[src/rtl/serial_frame_tx.sv]
module serial_frame_tx #(
  parameter int OVERSAMPLE = 16,
  parameter int GUARD_W    = 8
) (
  input  logic               clk,
  input  logic               rst_n,
  input  logic               baud_tick,
  input  logic [8:0]         wr_data,
  input  logic               wr_en,
  input  logic [1:0]         len_sel,
  input  logic               nine_bit,
  input  logic [2:0]         par_sel,
  input  logic [1:0]         stop_sel,
  input  logic               msb_first,
  input  logic [GUARD_W-1:0] guard_len,
  input  logic               invert,
  input  logic               brk_start,
  input  logic               brk_stop,
  output logic               tx_line,
  output logic               hold_ready,
  output logic               tx_empty
);

  localparam int TW = $clog2(2*OVERSAMPLE) + 1;
  localparam logic [TW-1:0] LAST_ONE  = TW'(OVERSAMPLE - 1);
  localparam logic [TW-1:0] LAST_HALF = TW'(OVERSAMPLE + OVERSAMPLE/2 - 1);
  localparam logic [TW-1:0] LAST_TWO  = TW'(2*OVERSAMPLE - 1);

  typedef enum logic [2:0] {S_IDLE, S_START, S_DATA, S_PAR, S_STOP, S_GUARD, S_BRK} tx_state_t;

  tx_state_t          st;
  logic [8:0]         hold_q, shf_q;
  logic               hold_v, brk_pend;
  logic [TW-1:0]      os_cnt;
  logic [GUARD_W-1:0] bit_cnt;

  logic [3:0]    nbits, idx;
  logic [8:0]    dmask;
  logic          has_par, par_calc, par_bit, cur_data;
  logic [TW-1:0] stop_last;
  logic          bit_end, stop_end, free, load;

  assign nbits    = nine_bit ? 4'd9 : 4'd5 + {2'b00, len_sel};
  assign dmask    = 9'h1FF >> (4'd9 - nbits);
  assign has_par  = (par_sel < 3'd4);
  assign par_calc = ^(shf_q & dmask);
  assign idx      = msb_first ? (nbits - 4'd1 - bit_cnt[3:0]) : bit_cnt[3:0];
  assign cur_data = shf_q[idx];

  always_comb begin
    case (par_sel[1:0])
      2'd0:    par_bit = par_calc;
      2'd1:    par_bit = ~par_calc;
      2'd2:    par_bit = 1'b0;
      default: par_bit = 1'b1;
    endcase
    case (stop_sel)
      2'd1:    stop_last = LAST_HALF;
      2'd2:    stop_last = LAST_TWO;
      default: stop_last = LAST_ONE;
    endcase
  end

  assign bit_end  = baud_tick && (os_cnt == LAST_ONE);
  assign stop_end = baud_tick && (os_cnt == stop_last);
  assign free = (st == S_IDLE)
             || (st == S_STOP  && stop_end && guard_len == '0)
             || (st == S_GUARD && bit_end  && (bit_cnt + 1'b1) == guard_len);
  assign load = free && !brk_pend && hold_v;

  always_ff @(posedge clk or negedge rst_n) begin
    if (!rst_n) begin
      hold_q   <= '0;
      hold_v   <= 1'b0;
      brk_pend <= 1'b0;
    end else begin
      if (wr_en) begin
        hold_q <= wr_data;
        hold_v <= 1'b1;
      end else if (load) begin
        hold_v <= 1'b0;
      end
      if (brk_stop)       brk_pend <= 1'b0;
      else if (brk_start) brk_pend <= 1'b1;
    end
  end

  always_ff @(posedge clk or negedge rst_n) begin
    if (!rst_n) begin
      st      <= S_IDLE;
      shf_q   <= '0;
      os_cnt  <= '0;
      bit_cnt <= '0;
    end else if (free) begin
      os_cnt  <= '0;
      bit_cnt <= '0;
      if (brk_pend)    st <= S_BRK;
      else if (hold_v) begin
        st    <= S_START;
        shf_q <= hold_q;
      end else         st <= S_IDLE;
    end else begin
      case (st)
        S_START: if (baud_tick) begin
          if (bit_end) begin
            os_cnt  <= '0;
            bit_cnt <= '0;
            st      <= S_DATA;
          end else os_cnt <= os_cnt + 1'b1;
        end
        S_DATA: if (baud_tick) begin
          if (bit_end) begin
            os_cnt <= '0;
            if (bit_cnt[3:0] == nbits - 4'd1) begin
              bit_cnt <= '0;
              st      <= has_par ? S_PAR : S_STOP;
            end else bit_cnt <= bit_cnt + 1'b1;
          end else os_cnt <= os_cnt + 1'b1;
        end
        S_PAR: if (baud_tick) begin
          if (bit_end) begin
            os_cnt <= '0;
            st     <= S_STOP;
          end else os_cnt <= os_cnt + 1'b1;
        end
        S_STOP: if (baud_tick) begin
          if (stop_end) begin
            os_cnt  <= '0;
            bit_cnt <= '0;
            st      <= S_GUARD;
          end else os_cnt <= os_cnt + 1'b1;
        end
        S_GUARD: if (baud_tick) begin
          if (bit_end) begin
            os_cnt  <= '0;
            bit_cnt <= bit_cnt + 1'b1;
          end else os_cnt <= os_cnt + 1'b1;
        end
        S_BRK: if (brk_stop) st <= S_IDLE;
        default: st <= S_IDLE;
      endcase
    end
  end

  always_comb begin
    case (st)
      S_START: tx_line = 1'b0;
      S_DATA:  tx_line = cur_data ^ invert;
      S_PAR:   tx_line = par_bit ^ invert;
      S_BRK:   tx_line = 1'b0;
      default: tx_line = 1'b1;
    endcase
  end

  assign hold_ready = !hold_v;
  assign tx_empty   = (st == S_IDLE) && !hold_v;


  idle_high_chk: assert property (@(posedge clk) disable iff (!rst_n)
    tx_empty |-> (tx_line && hold_ready));


  write_busy_chk: assert property (@(posedge clk) disable iff (!rst_n)
    wr_en |=> !hold_ready);


  start_low_chk: assert property (@(posedge clk) disable iff (!rst_n)
    $rose(hold_ready) |-> !tx_line);


  tick_gate_chk: assert property (@(posedge clk) disable iff (!rst_n)
    (st == S_DATA && !baud_tick) |=> $stable(tx_line));


  break_hold_chk: assert property (@(posedge clk) disable iff (!rst_n)
    (st == S_BRK && !brk_stop) |=> !tx_line);

endmodule

[config.mk]
export PLATFORM = sky130hd
export DESIGN_NAME = serial_frame_tx
export DESIGN_NICKNAME = d
export VERILOG_FILES = /design/src/rtl/serial_frame_tx.sv
export SDC_FILE = /design/constraint.sdc
export NUM_CORES = 1
export LEC_CHECK = 0
export ABC_AREA = 1
export BUFFER_PORTS_ARGS = -buffer_cell sky130_fd_sc_hd__buf_2
export CORE_ASPECT_RATIO = 0.8
export CORE_MARGIN = 8
export CORE_UTILIZATION = 63
export DETAILED_ROUTE_END_ITERATION = 10
export PLACE_DENSITY = 0.82
export SYNTH_ARGS = -nofsm -noshare
export SYNTH_HDL_FRONTEND = slang
export SYNTH_SLANG_ARGS = --single-unit
[constraint.sdc]
create_clock -name clk -period 3.56 [get_ports clk]
set_input_delay 0.178 -clock clk [delete_from_list [all_inputs] [get_ports clk]]
set_output_delay 0.178 -clock clk [all_outputs]
set_load 0.03 [all_outputs]
== Word level (Yosys, flattened, before mapping) ==
Index checks and enable logic that the tools add are counted.
Widths: inputs -> output; s select.

* Bits of input ports: 33
* Bits in registers: 37
* Output and inout bits: 3
* Logic and storage cells: 119

* Multiplexer cells: 43
* Shift operators: 1
* $lt $le $gt $ge: 2
* Reductions and logical operators: 27
* Bitwise operators: 5
* $add $sub $neg: 6
* Eq/ne operators: 28

{| class="wikitable"
|+ Operators by type and width
! cell !! count
|-
| $mux 8 || 10
|-
| $mux 3 || 13
|-
| $ne 3x3->1 const B || 12
|-
| $pmux 8 s4 || 1
|-
| $mux 6 || 5
|-
| $pmux 3 s6 || 1
|-
| $pmux 6 s2 || 1
|-
| $reduce_and 11->1 || 1
|-
| $pmux 5 s2 || 1
|-
| $and 9x9->9 || 1
|-
| $eq 3x3->1 const B || 3
|-
| $logic_and 1x1->1 || 9
|-
| $reduce_and 9->1 || 1
|-
| $reduce_xor 9->1 || 1
|-
| $shr 9x4->9 const A || 1
|-
| $add 8x1->8 const B || 1
|-
| $eq 8x8->1 || 1
|-
| $logic_not 8->1 || 1
|-
| $mux 4 || 2
|-
| $add 6x1->6 const B || 1
|-
| $eq 3x2->1 const B || 2
|-
| $eq 6x4->1 const B || 1
|-
| $eq 6x6->1 || 1
|-
| $mux 1 || 6
|-
| other kinds (26) || 35
|}

== Depth between registers and ports, before layout ==
* Depth after elaboration: 12
* Depth in mapped cells: 21
* Mapped depth without buffers: 21

== Worst setup path before layout ==
No wires, ideal clock.

* Path kind: in2out
* Start point: input port len_sel[0]
* End point: output port tx_line
* Required time: 3.382 ns
* Path buffers: 0
* Stages on the path: 17
* Slack: 0.966 ns
* Arrival: 2.416 ns
* Path through: ha_1 nand2_1 ha_1 inv_1 fa_1 nand2_1 o21ai_0 a21oi_1 o21ai_0 nand2_1 o21ai_0 nand2_1 nand3_1 nand2_1 nand2_1 nand3_1 nand2_1

* Cells in the longest elaborated chain, start to end: 10
* Elaborated cells between the ends (all ways): 16
* Those cells by class: 4 x add/sub; 1 x shift; 6 x mux; 4 x bitwise; 1 x reduce/logical

{| class="wikitable"
|+ Ends and longest elaborated chain
! item !! line !! RTL
|-
| start: declaration || 10 || <nowiki>input logic [1:0] len_sel,</nowiki>
|-
| $add 3x2->4 (*) || 43 || <nowiki>assign nbits = nine_bit ? 4'd9 : 4'd5 + {2'b00, len_sel};</nowiki>
|-
| $mux 4 (*) || 43 ||
|-
| parallel branches: the longest is 7 deep, another holds $sub 4x1->4 || -- ||
|-
| $pmux 1 s3 (*) || 146 || <nowiki>case (st)</nowiki>
|-
| end: declaration || 19 || <nowiki>output logic tx_line,</nowiki>
|}

Every way passes the cells marked *. The select of a mux whose other input is x is not followed.

== Worst setup path in the final report ==
Same ends and word-level chain as after synthesis.

==> implementation parameters <==
Parameter                              Value

Setup path
  Cells traversed along the worst timing path ... buf_2 > ha_1 > nand2_1 > ha_1 > inv_1 > fa_1 > nand2_1 > o21ai_0 > a21oi_1 > o21ai_0 > nand2_1 > o21ai_0 > nand2_1 > nand3_1 > nand2_1 > nand2_1 > nand3_1 > nand2_1 > buf_2
  Critical path buffers and inverters ... 3
  R2r worst-path depth ... 10
  FF-to-FF End ... st[0]
  Required time of the worst setup path ... 3380 ps
  Start-to-end type of the worst setup path ... in -> out
  End of the critical path ... tx_line
  Worst stage delay on the critical path ... 500 ps
  Register-to-Register Setup Slack ... 910 ps
  CP max-delay cell ... fa_1
  Worst-path maximum fanout ... 5
  Category of the worst setup path launch point ... input pin
  Cell type group with the largest total delay on the critical path ... adder cells
  Cell repeated most along the worst path ... nand2_1
  Launching point of the worst reg2reg path ... bit_cnt[0]
  Arrival time at the worst endpoint ... 2840 ps
  Crit. End Element ... output port
  Critical path depth ... 19
  Launch point of the critical path ... len_sel[0]

Power and ir drop
  Total power ... 1.98 mW
  Leak pwr ... 1.67 nW
  Power density normalized to cell area ... 618 nW/um2
  Worst supply voltage drop on vdd ... 395 uV

Cells and area
  # nets final ... 510
  Cell Count, Final, Fillers Out ... 524
  Layout filler cell count ... 398
  Number of antenna cells inserted ... 0
  Proportion of layout cells with a drive suffix above 1 ... 0.134
  Most frequent standard cell in the layout excluding fill and tap cells ... nand2_1
  Commonest cells after routing, fill and taps aside ... nand2_1, inv_1, nand3_1
  Layout area overhead ... 10.1%

Global routing
  Overall overflow remaining after global route ... 0
  Global-route wire length before repair ... 11700 um
  Via count of the first global-routing pass ... 2641
  GRT Util Overall ... 0.198
  Pin count of the biggest net entering global routing ... 38
  Initial antenna violation count ... 0

Detailed routing
  Final antenna-violating net count ... 0
  Vias per inst ... 5.26
  DRT Wirelength ... 6700 um
  Number of remaining DRC errors ... 0
  Detailed-route wire length per cell ... 12.8 um
  Vias ... 2756
  Number of search-and-repair iterations in the first detailed-routing pass ... 5
  Initial drt markers ... 90

Floorplan
  Initial core utilization ... 0.644
  Core Footprint ... 4510 um2
  X dimension of the die ... 92.0 um
  Die extent in y ... 76.8 um
  Std cell rows ... 22
  # IOs ... 36
  Die Area ... 7060 um2

CTS
  Clock buffer depth ... 2
  CTS sink count ... 37
  Inserted Clock Buffers ... 5
  Post-CTS Setup Bufs ... 0
  Hold bufs inserted after CTS ... 0
  Clock tree from TritonCTS ... built
  Number of cells upsized or downsized after cts ... 0
  Clock transition at the registers of the reported paths ... 80 ps
  Deepest level of the CTS H-tree ... 2
  Root buffer cell ... clkbuf_8
  Latest clock arrival within the worst-skew pair ... 300 ps

Run
  Max-Cap Viols ... 0

Place
  IO Port Bufs ... 35
  Routability congestion estimate from global placement ... 0.858
  Detailed-placement wirelength estimate ... 5290 um
  Post-placement cell count ... 516

Synthesis
  Number of warnings printed during yosys synthesis ... 0
  Mapped Avg Cell Area ... 6.78 um2
  Register area share after synthesis ... 0.318
  Synthesized netlist net count ... 476
  Number of distinct library cells after synthesis ... 33
  Post-synthesis cell count ... 429
  Post-Syn Area ... 2910 um2
  Register bit total from synthesis ... 37

Run status
  Violated checks ... negative hold slack
  Outcome ... finished with violations

STA
  Accumulated negative setup slack ... 0 ps
  Hold violation count in the final report ... 37
  Setup repair after global routing missed its margin ... no
  Fmax ... 0.332 GHz
  Clock Skews ... 5.62 ps
  Setup violations, final ... 0
  Slew @ Worst Pin ... 841 ps
  Pins over their slew limit ... 0
  Post-layout minimum cycle time ... 3010 ps
  WHS ... -17.0 ps
  Relative max-transition margin ... 0.440
  Crit share post-route ... 0.847

Min path
  Path type of the worst min-delay path ... in -> async
-- routing by layer --
metal / GRT usage / vias up / routed length, um
met2: 0.292 / 82 / 2810
met5: 0 / - / 0
met1: 0.272 / 1217 / 3360
li1: - / 1442 / -
met4: 0.0883 / 0 / 174
met3: 0.0409 / 15 / 351
-- cell type report --
class / count / area [um2] / share of cell area
Timing Repair Buffer: 35 / 175 / 0.0547
Tap cell: 60 / 75.1 / 0.0234
Multi-Input combinational cell: 319 / 1690 / 0.528
Sequential cell: 37 / 926 / 0.289
Clock inverter: 3 / 21.3 / 0.00664
Inverter: 65 / 246 / 0.0770
Clock buffer: 5 / 68.8 / 0.0215
-- power breakdown --
group / internal [mW] / switching, mW / total (mW) / leakage (nW)
Clock: 0.139 / 0.166 / 0.305 / 0.0445
Sequential: 0.515 / 0.106 / 0.621 / 0.476
Combinational: 0.339 / 0.715 / 1.05 / 1.15
Total: 0.993 / 0.986 / 1.98 / 1.67
-- cells in the mapped netlist, drive strengths merged --
master,instances,area (um2)
xnor2,4,35.0
nand3b,2,15.0
fa,1,20.0
nor3,9,45.0
dfrtp,37,926
nand3,52,288
ha,13,163
o21ai,39,195
nor2,38,189
o221ai,1,8.76
a22oi,1,7.51
nand4,8,50.1
clkbuf,3,12.5
a21oi,5,25.0
inv,65,246
nand2,134,549
buf,5,35.0
o22ai,1,6.26
xor2,8,70.1
a21o,1,7.51
o211ai,2,15.0
-- stage by stage --
stage,util,cell area (um2),setup slack [ps]
after global placement,0.689,3110,671
after global routing,0.709,3200,204
final,0.709,3200,546
after detailed placement,0.689,3110,561
after floorplan,-,2910,966
after CTS,0.709,3200,555
-- worst register-to-register path, cell delays in order (launching register included) --
cell	delay, ps
dfrtp_1	490
ha_1	330
xnor2_1	240
xor2_1	100
nor3_1	350
nand3_2	170
nand2_4	170
nand3_2	360
o211ai_1	230
nand2_1	80
nand2_1	60
-- cells by family (layout without fill, tap and decap cells) --
logic type / Yosys count / count (layout) / synth area share
AO/OA/AOI/OAI: 50 / 50 / 0.0912
XOR/XNOR: 12 / 12 / 0.0361
buffers and inverters: 73 / 108 / 0.101
adder cells (fa/ha/maj): 14 / 14 / 0.0628
flip-flops: 37 / 37 / 0.318
AND/OR/NAND/NOR: 243 / 243 / 0.391
-- worst min-delay path by stage --
stage                  start  slack [ps]    endpoint
CTS                    rst_n           9    shf_q[5]
finish                 rst_n         -20  bit_cnt[6]
global route        brk_stop          40    brk_pend
detailed placement     rst_n         330  bit_cnt[6]
global placement       rst_n         320  bit_cnt[6]
floorplan              rst_n        -120  bit_cnt[0]
-- flip-flops by register name (all words and copies together) (netlist names) --
| signal | flops |
|---|---|
| hold_q | 9 |
| os_cnt | 6 |
| shf_q | 9 |
| st | 3 |
| bit_cnt | 8 |
| hold_v | 1 |
| brk_pend | 1 |
No activity file was read; power rests on OpenSTA's default activity.
